$ cat config.mk
export PLATFORM = sky130hd
export DESIGN_NAME = prot_unlock_guard
export DESIGN_NICKNAME = d
export VERILOG_FILES = /design/src/rtl/prot_unlock_pkg.sv /design/src/rtl/unlock_fsm.sv /design/src/rtl/area_guard.sv /design/src/rtl/flag_bank.sv /design/src/rtl/prot_unlock_guard.sv
export SDC_FILE = /design/constraint.sdc
export NUM_CORES = 1
export LEC_CHECK = 0
export ABC_AREA = 1
export ABC_CLOCK_PERIOD_IN_PS = 1950
export BUFFER_PORTS_ARGS = -buffer_cell sky130_fd_sc_hd__buf_4
export CORE_UTILIZATION = 49
export CTS_CLUSTER_DIAMETER = 40
export DETAILED_ROUTE_END_ITERATION = 8
export PLACE_DENSITY_LB_ADDON = 0.1
export SYNTH_ARGS = -nofsm -noshare
export SYNTH_HDL_FRONTEND = slang
export SYNTH_SLANG_ARGS = --single-unit
$ cat constraint.sdc
create_clock -name clk -period 1.95 [get_ports clk]
set_input_delay 0.39 -clock clk [delete_from_list [all_inputs] [get_ports clk]]
set_output_delay 0.39 -clock clk [all_outputs]
set_load 0.01 [all_outputs]
$ cat src/rtl/prot_unlock_pkg.sv
package prot_unlock_pkg;
  localparam int AW      = 16;
  localparam int DW      = 8;
  localparam int NFLAGS  = 3;
  localparam int FLG_PE  = 0;
  localparam int FLG_VFY = 1;
  localparam int FLG_WEP = 2;

  typedef enum logic [1:0] {
    S_IDLE = 2'd0,
    S_VAL  = 2'd1,
    S_INV  = 2'd2,
    S_CONF = 2'd3
  } seq_state_t;
endpackage

$ cat src/rtl/unlock_fsm.sv
module unlock_fsm
  import prot_unlock_pkg::*;
#(
  parameter logic [AW-1:0] CMD_ADDR  = 16'hFFA0,
  parameter logic [AW-1:0] PROT_ADDR = 16'hFFA2,
  parameter logic [DW-1:0] KEY       = 8'hA5,
  parameter logic [DW-1:0] PROT_RST  = 8'h00
) (
  input  logic          clk,
  input  logic          rst,
  input  logic          st_valid,
  input  logic [AW-1:0] st_addr,
  input  logic [DW-1:0] st_data,
  output logic          pe_set,
  output logic [DW-1:0] prot_q
);
  seq_state_t    state_q, state_d;
  logic [DW-1:0] val_q;
  logic          cap_val, commit;
  logic          hit_cmd, hit_prot;

  assign hit_cmd  = (st_addr == CMD_ADDR);
  assign hit_prot = (st_addr == PROT_ADDR);

  always_comb begin
    state_d = state_q;
    pe_set  = 1'b0;
    cap_val = 1'b0;
    commit  = 1'b0;
    if (st_valid) begin
      unique case (state_q)
        S_IDLE: begin
          if (hit_cmd) begin
            if (st_data == KEY) state_d = S_VAL;
            else                pe_set  = 1'b1;
          end
        end
        S_VAL: begin
          if (hit_prot) begin
            cap_val = 1'b1;
            state_d = S_INV;
          end else begin
            pe_set  = 1'b1;
            state_d = S_IDLE;
          end
        end
        S_INV: begin
          if (hit_prot && st_data == ~val_q) state_d = S_CONF;
          else begin
            pe_set  = 1'b1;
            state_d = S_IDLE;
          end
        end
        S_CONF: begin
          state_d = S_IDLE;
          if (hit_prot && st_data == val_q) commit = 1'b1;
          else                              pe_set = 1'b1;
        end
        default: state_d = S_IDLE;
      endcase
    end
  end

  always_ff @(posedge clk) begin
    if (rst) begin
      state_q <= S_IDLE;
      val_q   <= '0;
      prot_q  <= PROT_RST;
    end else begin
      state_q <= state_d;
      if (cap_val) val_q  <= st_data;
      if (commit)  prot_q <= val_q;
    end
  end


  commit_only_after_conf_chk: assert property (@(posedge clk) disable iff (rst)
    (prot_q != $past(prot_q)) |-> $past(state_q == S_CONF && st_valid));


  idle_after_violation_chk: assert property (@(posedge clk) disable iff (rst)
    pe_set |=> (state_q == S_IDLE));
endmodule

$ cat src/rtl/area_guard.sv
module area_guard #(
  parameter int HW = 8
) (
  input  logic          cmd_exec,
  input  logic [HW-1:0] cmd_addr_hi,
  input  logic [HW-1:0] area_limit,
  input  logic          prog_zero_to_one,
  output logic          wep_set
);
  logic in_area;
  assign in_area = (cmd_addr_hi <= area_limit);
  assign wep_set = (cmd_exec && in_area) || prog_zero_to_one;
endmodule

$ cat src/rtl/flag_bank.sv
module flag_bank #(
  parameter int N = 3
) (
  input  logic         clk,
  input  logic         rst,
  input  logic [N-1:0] set_vec,
  input  logic         clr_we,
  input  logic [N-1:0] clr_data,
  output logic [N-1:0] flag_q
);
  for (genvar i = 0; i < N; i++) begin : g_flag
    always_ff @(posedge clk) begin
      if (rst)                          flag_q[i] <= 1'b0;
      else if (set_vec[i])              flag_q[i] <= 1'b1;
      else if (clr_we && !clr_data[i])  flag_q[i] <= 1'b0;
    end


    set_wins_chk: assert property (@(posedge clk) disable iff (rst)
      set_vec[i] |=> flag_q[i]);


    clear_needs_zero_chk: assert property (@(posedge clk) disable iff (rst)
      $fell(flag_q[i]) |-> $past(clr_we && !clr_data[i]));
  end
endmodule

$ cat src/rtl/prot_unlock_guard.sv
module prot_unlock_guard
  import prot_unlock_pkg::*;
#(
  parameter logic [AW-1:0] CMD_ADDR  = 16'hFFA0,
  parameter logic [AW-1:0] STAT_ADDR = 16'hFFA1,
  parameter logic [AW-1:0] PROT_ADDR = 16'hFFA2,
  parameter logic [DW-1:0] KEY       = 8'hA5,
  parameter logic [DW-1:0] PROT_RST  = 8'h00
) (
  input  logic          clk,
  input  logic          rst,
  input  logic          st_valid,
  input  logic [15:0]   st_addr,
  input  logic [7:0]    st_data,
  input  logic          erase_vfy_fail,
  input  logic          write_vfy_fail,
  input  logic          cmd_exec,
  input  logic [7:0]    cmd_addr_hi,
  input  logic [7:0]    area_limit,
  input  logic          prog_zero_to_one,
  output logic [7:0]    prot_o,
  output logic [7:0]    status_o
);
  localparam int PAD = DW - NFLAGS;

  logic              pe_set, wep_set, vfy_set;
  logic [NFLAGS-1:0] set_vec, flags;
  logic              clr_we;

  unlock_fsm #(
    .CMD_ADDR (CMD_ADDR),
    .PROT_ADDR(PROT_ADDR),
    .KEY      (KEY),
    .PROT_RST (PROT_RST)
  ) u_fsm (
    .clk     (clk),
    .rst     (rst),
    .st_valid(st_valid),
    .st_addr (st_addr),
    .st_data (st_data),
    .pe_set  (pe_set),
    .prot_q  (prot_o)
  );

  area_guard #(.HW(8)) u_area (
    .cmd_exec        (cmd_exec),
    .cmd_addr_hi     (cmd_addr_hi),
    .area_limit      (area_limit),
    .prog_zero_to_one(prog_zero_to_one),
    .wep_set         (wep_set)
  );

  assign vfy_set          = erase_vfy_fail | write_vfy_fail;
  assign set_vec[FLG_PE]  = pe_set;
  assign set_vec[FLG_VFY] = vfy_set;
  assign set_vec[FLG_WEP] = wep_set;
  assign clr_we           = st_valid && (st_addr == STAT_ADDR);

  flag_bank #(.N(NFLAGS)) u_flags (
    .clk     (clk),
    .rst     (rst),
    .set_vec (set_vec),
    .clr_we  (clr_we),
    .clr_data(st_data[NFLAGS-1:0]),
    .flag_q  (flags)
  );

  assign status_o = {{PAD{1'b0}}, flags};


  vfy_flag_set_chk: assert property (@(posedge clk) disable iff (rst)
    (erase_vfy_fail || write_vfy_fail) |=> status_o[FLG_VFY]);


  area_flag_set_chk: assert property (@(posedge clk) disable iff (rst)
    (cmd_exec && (cmd_addr_hi <= area_limit)) |=> status_o[FLG_WEP]);
endmodule

# Yosys cells after proc, flatten, opt, wreduce, memory -nomap -nowiden
# Cells that the tools add are included.
[totals]
register_bits = 21
inputBits = 47
output_inout_bits = 16
word_cells = 60
[classes]
magnitude_cmp = 1
n_eq_ne = 11
muxes = 24
n_bitwise = 2
n_reduce_logical = 16
[op_table]
columns = ["op", "n"]
rows = [
  ["$eq 16x16->1 const B", 3],
  ["$mux 1", 18],
  ["$eq 8x8->1", 2],
  ["$eq 8x8->1 const B", 1],
  ["$le 8x8->1", 1],
  ["$mux 2", 4],
  ["$not 8->8", 1],
  ["$pmux 2 s4", 1],
  ["$logic_and 1x1->1", 7],
  ["$reduce_bool 2->1", 3],
  ["$eq 2x2->1 const B", 2],
  ["$ne 2x1->1 const B", 2],
  ["$pmux 1 s4", 1],
  ["$logic_not 1->1", 3],
  ["$reduce_and 3->1", 1],
  ["$eq 2x1->1 const B", 1],
  ["$logic_not 2->1", 1],
  ["$logic_or 1x1->1", 1],
  ["$or 1x1->1", 1],
]

# Longest topological paths before layout
# Gate-level depths: netlist (run 1).
[depth]
ltp_word = 7
depth_mapped = 11

# Hierarchy
# A second synthesis (run 1) with hierarchy kept.
[hier_totals]
cells_unflattened = 263
hier_area_um2 = 1577.8
[modules_own_cells]
columns = ["mod", "n_inst", "cells_each", "area_each_um2", "seq_area_each_um2"]
rows = [
  ["unlock_fsm", 1, 185, 1116.1, 360.3],
  ["area_guard", 1, 39, 234.0, 0.0],
  ["flag_bank", 1, 18, 120.1, 60.1],
  ["prot_unlock_guard", 1, 21, 107.6, 0.0],
]

# Worst setup path after synthesis (run 1)
# No wires, ideal clock.
[synth_path]
path_kind = "in2reg"
from = "input port st_addr[4]"
to = "register u_fsm.val_q[7]"
arrival_ps = 1317
required_ps = 1805
setup_slack_ps = 488
cell_stages = 11
cell_sequence = "inv_1 > nand2_1 > nor2_2 > nand2_2 > nor2_4 > nand2_4 > nor2_4 > nand2_4 > buf_6 > nor2_1 > a211oi_2"
[synth_via]
elab_chain_cells = 4
[synth_lines]
columns = ["element", "line_no", "source"]
rows = [
  ["from (decl)", "prot_unlock_guard.sv:13", "input logic [15:0] st_addr,"],
  ["$eq 16x16->1", "unlock_fsm.sv:23", "assign hit_prot = (st_addr == PROT_ADDR);"],
  ["$mux 1", "unlock_fsm.sv:39", "if (hit_prot) begin"],
  ["$mux 1", "unlock_fsm.sv:31", "unique case (state_q)"],
  ["$mux 1", "unlock_fsm.sv:30", "if (st_valid) begin"],
  ["to (signal assigned)", "unlock_fsm.sv:71", "if (cap_val) val_q <= st_data;"],
  ["to (decl)", "unlock_fsm.sv:18", "logic [DW-1:0] val_q;"],
]
# Every way passes these cells.
# A chain may end at the register's enable or synchronous reset.

# Worst setup path in the final report (run 1)
[layout_path]
from = "register u_fsm.val_q[7]"
to = "register u_fsm.prot_q[0]"
[layout_via]
elab_chain_cells = 5
[layout_lines]
columns = ["element", "line_no", "source"]
rows = [
  ["$eq 8x8->1", "unlock_fsm.sv:56", "if (hit_prot && st_data == val_q) commit = 1'b1;"],
  ["$logic_and 1x1->1", "unlock_fsm.sv:56", ""],
  ["$mux 1", "unlock_fsm.sv:56", ""],
  ["$mux 1", "unlock_fsm.sv:31", ""],
  ["$mux 1", "unlock_fsm.sv:30", ""],
  ["to (signal assigned)", "unlock_fsm.sv:72", "if (commit) prot_q <= val_q;"],
  ["to (decl)", "unlock_fsm.sv:15", "output logic [DW-1:0] prot_q"],
]
# Every way passes these cells.

==> results.py, run 1 <==
metrics = {
    "outcome": {
        "outcome": "completed",
    },
    "min_path": {
        "holdPathEnd": "u_flags.flag_q[1]$_SDFFE_PP0P_",
        "whs_path_depth": 3,
        "hp-class": "primary input to flip-flop",
        "hold_path_startpoint": "erase_vfy_fail",
    },
    "timing": {
        "rsz0062_at_grt": "no",
        "fin_crit_sh_pct": 77.2,
        "max_freq_mhz": 664,
        "drv_slew": 0,
        "finalSetupTns_ns": 0,
        "hold_viol": 0,
        "fin_crit_ns": 1.51,
        "setup_violations": 0,
        "skew_ns": 0.00367,
        "postLayoutSetupSlackWorst_ns": 0.444,
    },
    "floorplan": {
        "start_util_pct": 51.9,
        "die-height_um": 58.9,
        "die_w_um": 58.9,
        "num_rows": 20,
        "die_area_sq_um": 3470,
        "ios": 63,
        "core_sq_um": 3050,
    },
    "drt": {
        "drc": 0,
        "dr.pass1.iters": 4,
        "vias": 1512,
        "drt-initial-drc-count": 40,
        "wl_per_cell_um": 8.95,
        "detail-route-antenna-nets": 0,
        "routed_via_density": 4.47,
        "drt_wl_total_um": 3030,
    },
    "cells_and_area": {
        "final_cell_mix": "nand2_1, buf_4, inv_1",
        "multi_input_area_sq_um": 910,
        "final_cell_area_sq_um": 2040,
        "fin_cells": 338,
        "fin_nets": 350,
        "syn2layout_area_growth_pct": 28.9,
        "diodes": 0,
        "layout_commonest_cell": "nand2_1",
        "fillers": 299,
        "fin_util_pct": 66.9,
        "drive_above_1_share_pct": 31.3,
        "regArea_sq_um": 420,
    },
    "critical_path": {
        "crit_required_ns": 2.15,
        "worst_path_most_repeated_cell": "nand2_1",
        "path_buf_inv": 2,
        "crit_arrival_ns": 1.71,
        "rrSetupSlack_ns": 0.44,
        "worstSetupPathType": "flip-flop to flip-flop",
        "path_delay_family": "simple AND/OR/NAND/NOR gates",
        "reg2reg_depth": 9,
        "max_stage_delay_ns": 0.38,
        "critPathLaunchType": "flip-flop",
        "slowest_stage": "dfxtp_1",
        "crit_fanout": 16,
        "cp-end-kind": "flip-flop",
        "reg2reg_from": "u_fsm.val_q[7]$_SDFFE_PP0P_",
        "crit_chain": "inv_1 -> nand2_1 -> nand2_1 -> inv_1 -> nand2_1 -> nor2_2 -> nand4_4 -> nor2_1 -> a211oi_2",
        "r2r-end": "u_fsm.prot_q[0]$_SDFFE_PP0P_",
    },
    "place": {
        "dp.cells": 334,
        "postPlaceCellArea_sq_um": 2020,
        "dp_worst_setup_slack_ns": 0.233,
        "dp_hpwl_um": 2460,
        "gp_congestion": 0.771,
        "io_buffers": 57,
    },
    "pwr": {
        "netSwitchingPower_uw": 223,
        "power.leakage_uw": 0.00110,
        "pwr-share-seq_pct": 52.4,
        "ir_drop_v": 0.000482,
        "power_frac_comb_pct": 21.4,
        "p_int_uw": 604,
        "swShare_pct": 26.9,
        "p_per_area_nw_per_um2": 405,
        "clkPwrFrac_pct": 26.2,
    },
    "logic_synthesis": {
        "yosysWarnings": 0,
        "synth-seq-area-share_pct": 26.5,
        "syn-cell-area_sq_um": 1590,
        "synthDistinctLibCells": 25,
        "syn_area_per_cell_sq_um": 6.66,
        "synthCells": 238,
        "synth_seq_cells": 21,
    },
    "global_route": {
        "antenna_found_initial": 0,
        "track_usage_pct": 18.4,
        "grt_overflow": 0,
        "grt_pass1_wl_um": 4930,
        "grt_start_max_net_pins": 21,
        "grt_pass1_vias": 1282,
    },
    "cts": {
        "insertion_delay_ns": 0.31,
        "post-cts-setup-buffers": 0,
        "htreeDepth": 1,
        "max-clock-path-buffers": 2,
        "cts_resized": 0,
        "clkTransAtPathRegs_ns": 0.12,
        "cts_sinks": 21,
        "numCtsBuffers": 3,
        "cts_tree": "built",
        "cts_hold_buf": 0,
        "cts_root_buffer": "clkbuf_4",
    },
    "run": {
        "max-cap-violations": 0,
    },
}
-- flip-flops by register name (all words and copies together), names as in the netlist --
register,cells
u_fsm.prot_q,8
u_fsm.val_q,8
u_fsm.state_q,2
u_flags.flag_q,3
-- final cells by class --
type | instances | area share (%)
multi-input cells | 158 | 44.5
clock buffers | 3 | 1.10
clock inverters | 1 | 0.245
well taps | 44 | 2.69
repair buffers | 57 | 20.9
inverters | 54 | 9.92
flip-flops and latches | 21 | 20.6
-- cells in the mapped netlist --
cell      instances  area share [%]
buf_6             2             1.4
nand3b_1          1            0.47
inv_2             3            0.71
nor2_1           29             6.9
buf_4             5             2.4
o21ai_0           5             1.6
clkinv_1          1            0.24
inv_1            50              12
nor4_1            2            0.79
nand2_4           2             1.4
ha_1              8             6.3
nor2_4            2             1.4
conb_1            1            0.24
nor2_2            4             1.6
nand3_1           6             1.9
or2_2             1            0.39
clkbuf_1          2            0.47
o21a_1            1            0.47
nand4_4           1             1.3
a21oi_1           7             2.2
dfxtp_1          21              27
nand2_2           2            0.79
a211oi_2         16              13
nand2_1          61              14
nor3_1            5             1.6
-- per-layer routing --
metal | wire [um] | up-vias | track usage, %
li1 | - | 833 | -
met1 | 1380 | 645 | 20.8
met2 | 1480 | 28 | 33.4
met3 | 122 | 6 | 5.27
met4 | 42 | 0 | 5.10
met5 | 0 | - | 0
-- worst reg2reg max path, stage by stage, from the launching register on --
cell      delay, ns
dfxtp_1        0.38
inv_1          0.08
nand2_1        0.06
nand2_1        0.06
inv_1          0.05
nand2_1        0.05
nor2_2         0.17
nand4_4        0.28
nor2_1         0.22
a211oi_2       0.04
-- stage by stage --
stage,hold slack (ns),total power [uW]
final,0.339,827
after global routing,0.340,874
after CTS,0.330,836
after detailed placement,0.457,622
after global placement,0.455,619
after floorplan,0.467,532
-- cell families after synthesis --
| kind of cell | count (synthesis) | share of synthesized area [%] |
|---|---|---|
| compound gates | 29 | 16.9 |
| fa+ha+maj | 8 | 6.31 |
| buf+inv | 63 | 17.0 |
| flops | 21 | 26.5 |
| other cells | 1 | 0.237 |
| simple gates | 116 | 33.0 |
-- power by group through the flow --
stage                     logic, uW  registers, uW  clock network, uW
final                           177            434                216
after global routing            204            434                236
after global placement          176            443                  0
after detailed placement        179            443                  0
after CTS                       179            434                224
after floorplan                87.7            445                  0
-- worst max path at each step --
stage | endpoint | slack (ns) | startpoint | cells after the start
global route | u_fsm.prot_q[3]$_SDFFE_PP0P_ | 0.27 | u_fsm.val_q[0]$_SDFFE_PP0P_ | 9
floorplan | u_fsm.val_q[7]$_SDFFE_PP0P_ | 0.49 | st_addr[4] | 11
finish | u_fsm.prot_q[0]$_SDFFE_PP0P_ | 0.44 | u_fsm.val_q[7]$_SDFFE_PP0P_ | 9
CTS | u_fsm.prot_q[6]$_SDFFE_PP0P_ | 0.42 | u_fsm.val_q[7]$_SDFFE_PP0P_ | 9
detailed placement | u_fsm.state_q[1]$_SDFFE_PP0P_ | 0.23 | st_addr[1] | 8
global placement | u_fsm.state_q[1]$_SDFFE_PP0P_ | 0.26 | st_addr[1] | 8
Note: power is estimated with default switching activity, not from simulation.
==> run 2: changes to the inputs <==
Settings changed: ABC_CLOCK_PERIOD_IN_PS 1950 to 1600.
Clock period 1.95 ns to 1.6 ns, I/O delays scaled along.
==> results.py, run 2 (synthesis results as in run 1) <==
metrics = {
    "drt": {
        "vias": 1511,
        "detail-route-antenna-nets": 0,
        "routed_via_density": 4.44,
        "wl_per_cell_um": 8.81,
        "dr.pass1.iters": 4,
        "drt_wl_total_um": 3000,
        "drc": 0,
        "drt-initial-drc-count": 43,
    },
    "cts": {
        "insertion_delay_ns": 0.31,
        "numCtsBuffers": 3,
        "cts_root_buffer": "clkbuf_4",
        "max-clock-path-buffers": 2,
        "post-cts-setup-buffers": 0,
        "cts_tree": "built",
        "htreeDepth": 1,
        "cts_hold_buf": 0,
        "cts_resized": 0,
        "clkTransAtPathRegs_ns": 0.12,
        "cts_sinks": 21,
    },
    "floorplan": {
        "core_sq_um": 3050,
        "num_rows": 20,
        "die-height_um": 58.9,
        "ios": 63,
        "die_area_sq_um": 3470,
        "start_util_pct": 51.9,
        "die_w_um": 58.9,
    },
    "timing": {
        "rsz0062_at_grt": "no",
        "skew_ns": 0.00504,
        "postLayoutSetupSlackWorst_ns": 0.178,
        "whs_ns": 0.280,
        "drv_slew": 0,
        "max_freq_mhz": 703,
        "hold_viol": 0,
        "finalSetupTns_ns": 0,
        "setup_violations": 0,
        "fin_crit_sh_pct": 88.9,
        "fin_crit_ns": 1.42,
    },
    "global_route": {
        "grt_start_max_net_pins": 21,
        "grt_pass1_wl_um": 4890,
        "antenna_found_initial": 0,
        "track_usage_pct": 18.0,
        "grt_pass1_vias": 1235,
        "grt_overflow": 0,
    },
    "critical_path": {
        "crit_fanout": 4,
        "reg2reg_from": "u_fsm.val_q[7]$_SDFFE_PP0P_",
        "critPathLaunchType": "flip-flop",
        "rrSetupSlack_ns": 0.18,
        "worstSetupPathType": "flip-flop to flip-flop",
        "r2r-end": "u_fsm.prot_q[0]$_SDFFE_PP0P_",
        "cp-end-kind": "flip-flop",
        "reg2reg_depth": 10,
        "crit_arrival_ns": 1.62,
        "crit_required_ns": 1.80,
    },
    "cells_and_area": {
        "syn2layout_area_growth_pct": 30.6,
        "fillers": 304,
        "diodes": 0,
        "regArea_sq_um": 420,
        "final_cell_area_sq_um": 2070,
        "multi_input_area_sq_um": 910,
        "final_cell_mix": "nand2_1, buf_4, inv_1",
        "drive_above_1_share_pct": 31.8,
        "reg_top3": "u_fsm.prot_q x8, u_fsm.val_q x8, u_flags.flag_q x3",
        "layout_commonest_cell": "nand2_1",
        "fin_nets": 352,
    },
    "pwr": {
        "p_per_area_nw_per_um2": 487,
        "power.leakage_uw": 0.00112,
        "total_power_uw": 1010,
        "ir_drop_v": 0.000460,
    },
    "min_path": {
        "whs_path_depth": 3,
        "hold_path_startpoint": "erase_vfy_fail",
        "holdPathEnd": "u_flags.flag_q[1]$_SDFFE_PP0P_",
        "hp-class": "primary input to flip-flop",
    },
    "outcome": {
        "outcome": "completed",
    },
    "place": {
        "dp_hpwl_um": 2440,
        "postPlaceCellArea_sq_um": 2040,
        "gp_congestion": 0.771,
        "io_buffers": 57,
        "dp_worst_setup_slack_ns": 0.00861,
    },
    "run": {
        "max-cap-violations": 0,
    },
}
[run 2: changes by cell type in the layout (fill, tap and decap cells not counted), sizes merged]
cell,delta
buf,+2
[run 2: routing by layer]
metal | part of all wire (%) | track usage [%] | wire length, um
met1 | 47 | 21.5 | 1410
met2 | 48 | 33.0 | 1450
met3 | 3.6 | 4.18 | 107
met4 | 0.90 | 3.06 | 27
met5 | 0 | 0 | 0
[run 2: report_power, final]
part	leakage [uW]	internal (uW)	total [uW]	switching, uW
clock	0.0000177	93.3	264	171
sequential	0.000170	527	528	1.60
combinational	0.000931	116	215	99.7
total	0.00112	736	1010	272
[run 2: how the worst max path moves through the flow]
stage	from	end	slack (ns)	cells past startpoint
floorplan	st_addr[4]	u_fsm.val_q[7]$_SDFFE_PP0P_	0.21	11
global route	u_fsm.val_q[3]$_SDFFE_PP0P_	u_fsm.prot_q[0]$_SDFFE_PP0P_	0.06	10
CTS	u_fsm.val_q[7]$_SDFFE_PP0P_	u_fsm.prot_q[0]$_SDFFE_PP0P_	0.18	10
finish	u_fsm.val_q[7]$_SDFFE_PP0P_	u_fsm.prot_q[0]$_SDFFE_PP0P_	0.18	10
detailed placement	st_addr[1]	u_fsm.state_q[1]$_SDFFE_PP0P_	0.009	8
global placement	st_addr[1]	u_fsm.state_q[1]$_SDFFE_PP0P_	0.04	8
[run 2: stage by stage]
stage | instances | util, %
6_report | 340 | 67.8
3_3_place_gp | 336 | 66.9
2_1_floorplan | 242 | -
4_1_cts | 340 | 67.8
3_5_place_dp | 336 | 66.9
5_1_grt | 340 | 67.8
[run 2: worst max-delay path, stage by stage (launching register included)]
cell      delay, ns
dfxtp_1        0.38
inv_1          0.07
nand2_1        0.06
nand2_1        0.06
inv_1          0.05
nand2_1        0.05
nor2_2         0.17
nand4_4        0.12
buf_4          0.18
nor2_1         0.13
a211oi_2       0.04
[run 2: final cells by class]
class	count	share of cell area, %
Clock buffer	3	1.09
Clock inverter	1	0.242
Inverter	54	9.79
Multi-Input combinational cell	158	43.9
Sequential cell	21	20.3
Tap cell	44	2.66
Timing Repair Buffer	59	22.0
==> run 3: changes to the inputs <==
Settings changed: ABC_CLOCK_PERIOD_IN_PS 1600 to 1200, CORE_UTILIZATION 49 to 44.
Clock period 1.6 ns to 1.2 ns, I/O delays scaled along.
==> results.py, run 3 (synthesis results as in run 1) <==
metrics = {
    "floorplan": {
        "die_area_sq_um": 3850,
        "num_rows": 21,
        "core_sq_um": 3390,
        "start_util_pct": 46.8,
        "die-height_um": 62.0,
        "die_w_um": 62.0,
        "ios": 63,
    },
    "critical_path": {
        "reg2reg_depth": 10,
        "crit_chain": "inv_2 -> nand2_1 -> nand2_1 -> inv_1 -> nand2_2 -> nor2_4 -> nand4_4 -> buf_8 -> nor2_4 -> a211oi_2",
        "path_delay_family": "simple AND/OR/NAND/NOR gates",
        "rrSetupSlack_ns": -0.22,
        "crit_arrival_ns": 1.63,
        "critPathLaunchType": "flip-flop",
        "crit_fanout": 8,
        "worstSetupPathType": "flip-flop to flip-flop",
        "path_buf_inv": 3,
        "cp-end-kind": "flip-flop",
        "max_stage_delay_ns": 0.37,
        "slowest_stage": "dfxtp_2",
        "r2r-end": "u_fsm.prot_q[1]$_SDFFE_PP0P_",
        "crit_required_ns": 1.41,
        "reg2reg_from": "u_fsm.val_q[0]$_SDFFE_PP0P_",
    },
    "drt": {
        "routed_via_density": 4.64,
        "dr.pass1.iters": 4,
        "wl_per_cell_um": 10.8,
        "vias": 1740,
        "drc": 0,
        "drt-initial-drc-count": 57,
        "detail-route-antenna-nets": 0,
        "drt_wl_total_um": 4040,
    },
    "cells_and_area": {
        "drive_above_1_share_pct": 55.9,
        "fin_util_pct": 75.7,
        "final_cell_mix": "buf_4, nand2_1, inv_1",
        "diodes": 0,
        "layout_commonest_cell": "buf_4",
        "reg_top3": "u_fsm.prot_q x8, u_fsm.val_q x8, u_flags.flag_q x3",
        "fin_nets": 385,
        "final_cell_area_sq_um": 2570,
        "syn2layout_area_growth_pct": 61.9,
    },
    "cts": {
        "clkTransAtPathRegs_ns": 0.12,
        "numCtsBuffers": 3,
        "htreeDepth": 1,
        "cts_root_buffer": "clkbuf_4",
        "max-clock-path-buffers": 2,
        "cts_sinks": 21,
        "cts_tree": "built",
        "insertion_delay_ns": 0.31,
        "cts_hold_buf": 0,
    },
    "timing": {
        "postLayoutSetupSlackWorst_ns": -0.223,
        "max_freq_mhz": 703,
        "rsz0062_at_grt": "yes",
        "drv_slew": 0,
        "setup_violations": 16,
        "skew_ns": 0.00420,
        "hold_viol": 0,
        "fin_crit_sh_pct": 119,
        "fin_crit_ns": 1.42,
    },
    "global_route": {
        "track_usage_pct": 20.4,
        "grt_pass1_wl_um": 5860,
        "grt_overflow": 0,
        "antenna_found_initial": 0,
        "grt_pass1_vias": 1479,
        "grt_start_max_net_pins": 21,
    },
    "run": {
        "max-cap-violations": 0,
    },
    "place": {
        "gp_congestion": 0.800,
        "postPlaceCellArea_sq_um": 2260,
        "dp_hpwl_um": 2780,
        "io_buffers": 57,
    },
    "min_path": {
        "whs_path_depth": 3,
        "hp-class": "primary input to flip-flop",
        "hold_path_startpoint": "erase_vfy_fail",
        "holdPathEnd": "u_flags.flag_q[1]$_SDFFE_PP0P_",
    },
    "pwr": {
        "power.leakage_uw": 0.00130,
        "ir_drop_v": 0.000596,
        "p_per_area_nw_per_um2": 553,
    },
    "outcome": {
        "failed_checks": "negative setup slack",
        "outcome": "complete, but fails checks",
    },
}
==> run 3: per-stage QoR <==
step                setup WS [ns]  hold slack (ns)  setup TNS [ns]  total power [uW]  instances
global placement           -0.250            0.453           -4.05              1030        360
CTS                        -0.141            0.176           -1.44              1410        370
global route               -0.295            0.212           -3.23              1490        375
finish                     -0.223            0.176           -2.13              1420        375
floorplan                 -0.0909            0.397           -1.14               869        242
detailed placement         -0.329            0.454           -4.98              1040        360
==> run 3: worst max-delay path by stage <==
| stage | startpoint | cells past startpoint | slack [ns] | end |
|---|---|---|---|---|
| finish | u_fsm.val_q[0]$_SDFFE_PP0P_ | 10 | -0.22 | u_fsm.prot_q[1]$_SDFFE_PP0P_ |
| detailed placement | st_addr[4] | 11 | -0.33 | u_fsm.val_q[6]$_SDFFE_PP0P_ |
| global route | u_fsm.val_q[0]$_SDFFE_PP0P_ | 10 | -0.29 | u_fsm.prot_q[0]$_SDFFE_PP0P_ |
| floorplan | u_fsm.val_q[6]$_SDFFE_PP0P_ | 10 | -0.09 | u_fsm.prot_q[6]$_SDFFE_PP0P_ |
| global placement | st_addr[4] | 11 | -0.25 | u_fsm.val_q[4]$_SDFFE_PP0P_ |
| CTS | u_fsm.val_q[3]$_SDFFE_PP0P_ | 10 | -0.14 | u_fsm.prot_q[0]$_SDFFE_PP0P_ |
==> run 3: worst reg2reg max path, delay by kind of cell, from the launching register on <==
kind / cells / cell delay, ns
simple gates: 6 / 0.61
compound gates: 1 / 0.03
buf+inv: 3 / 0.30
flops: 1 / 0.37
==> run 3: routing by layer <==
layer | global-route usage, % | wire length (um) | part of all wire (%)
met1 | 22.3 | 1610 | 40
met5 | 0 | 0 | 0
met4 | 4.44 | 59 | 1.5
met2 | 39.8 | 2210 | 55
met3 | 4.14 | 158 | 3.9
==> run 3: cell type report <==
class                   count  area (sq um)
flip-flops and latches     21           434
fillers                   246           823
inverters                  54           208
repair buffers             91           734
well taps                  46          57.6
clock buffers               3          22.5
multi-input cells         159          1100
clock inverters             1          5.00
==> run 3: timing repair <==
| action | CTS | global route |
|---|---|---|
| setup endpoints to repair | 16 | 19 |
| setup buffers | 6 | 4 |
| cloned | 0 | 1 |
| resized for setup | 25 | 34 |
| pin swaps | 12 | 18 |
==> run 3: report_power, final <==
part | switching [uW] | leakage, uW | internal (uW)
Combinational | 176 | 0.00111 | 186
Clock | 232 | 0.0000177 | 125
Sequential | 2.20 | 0.000175 | 699
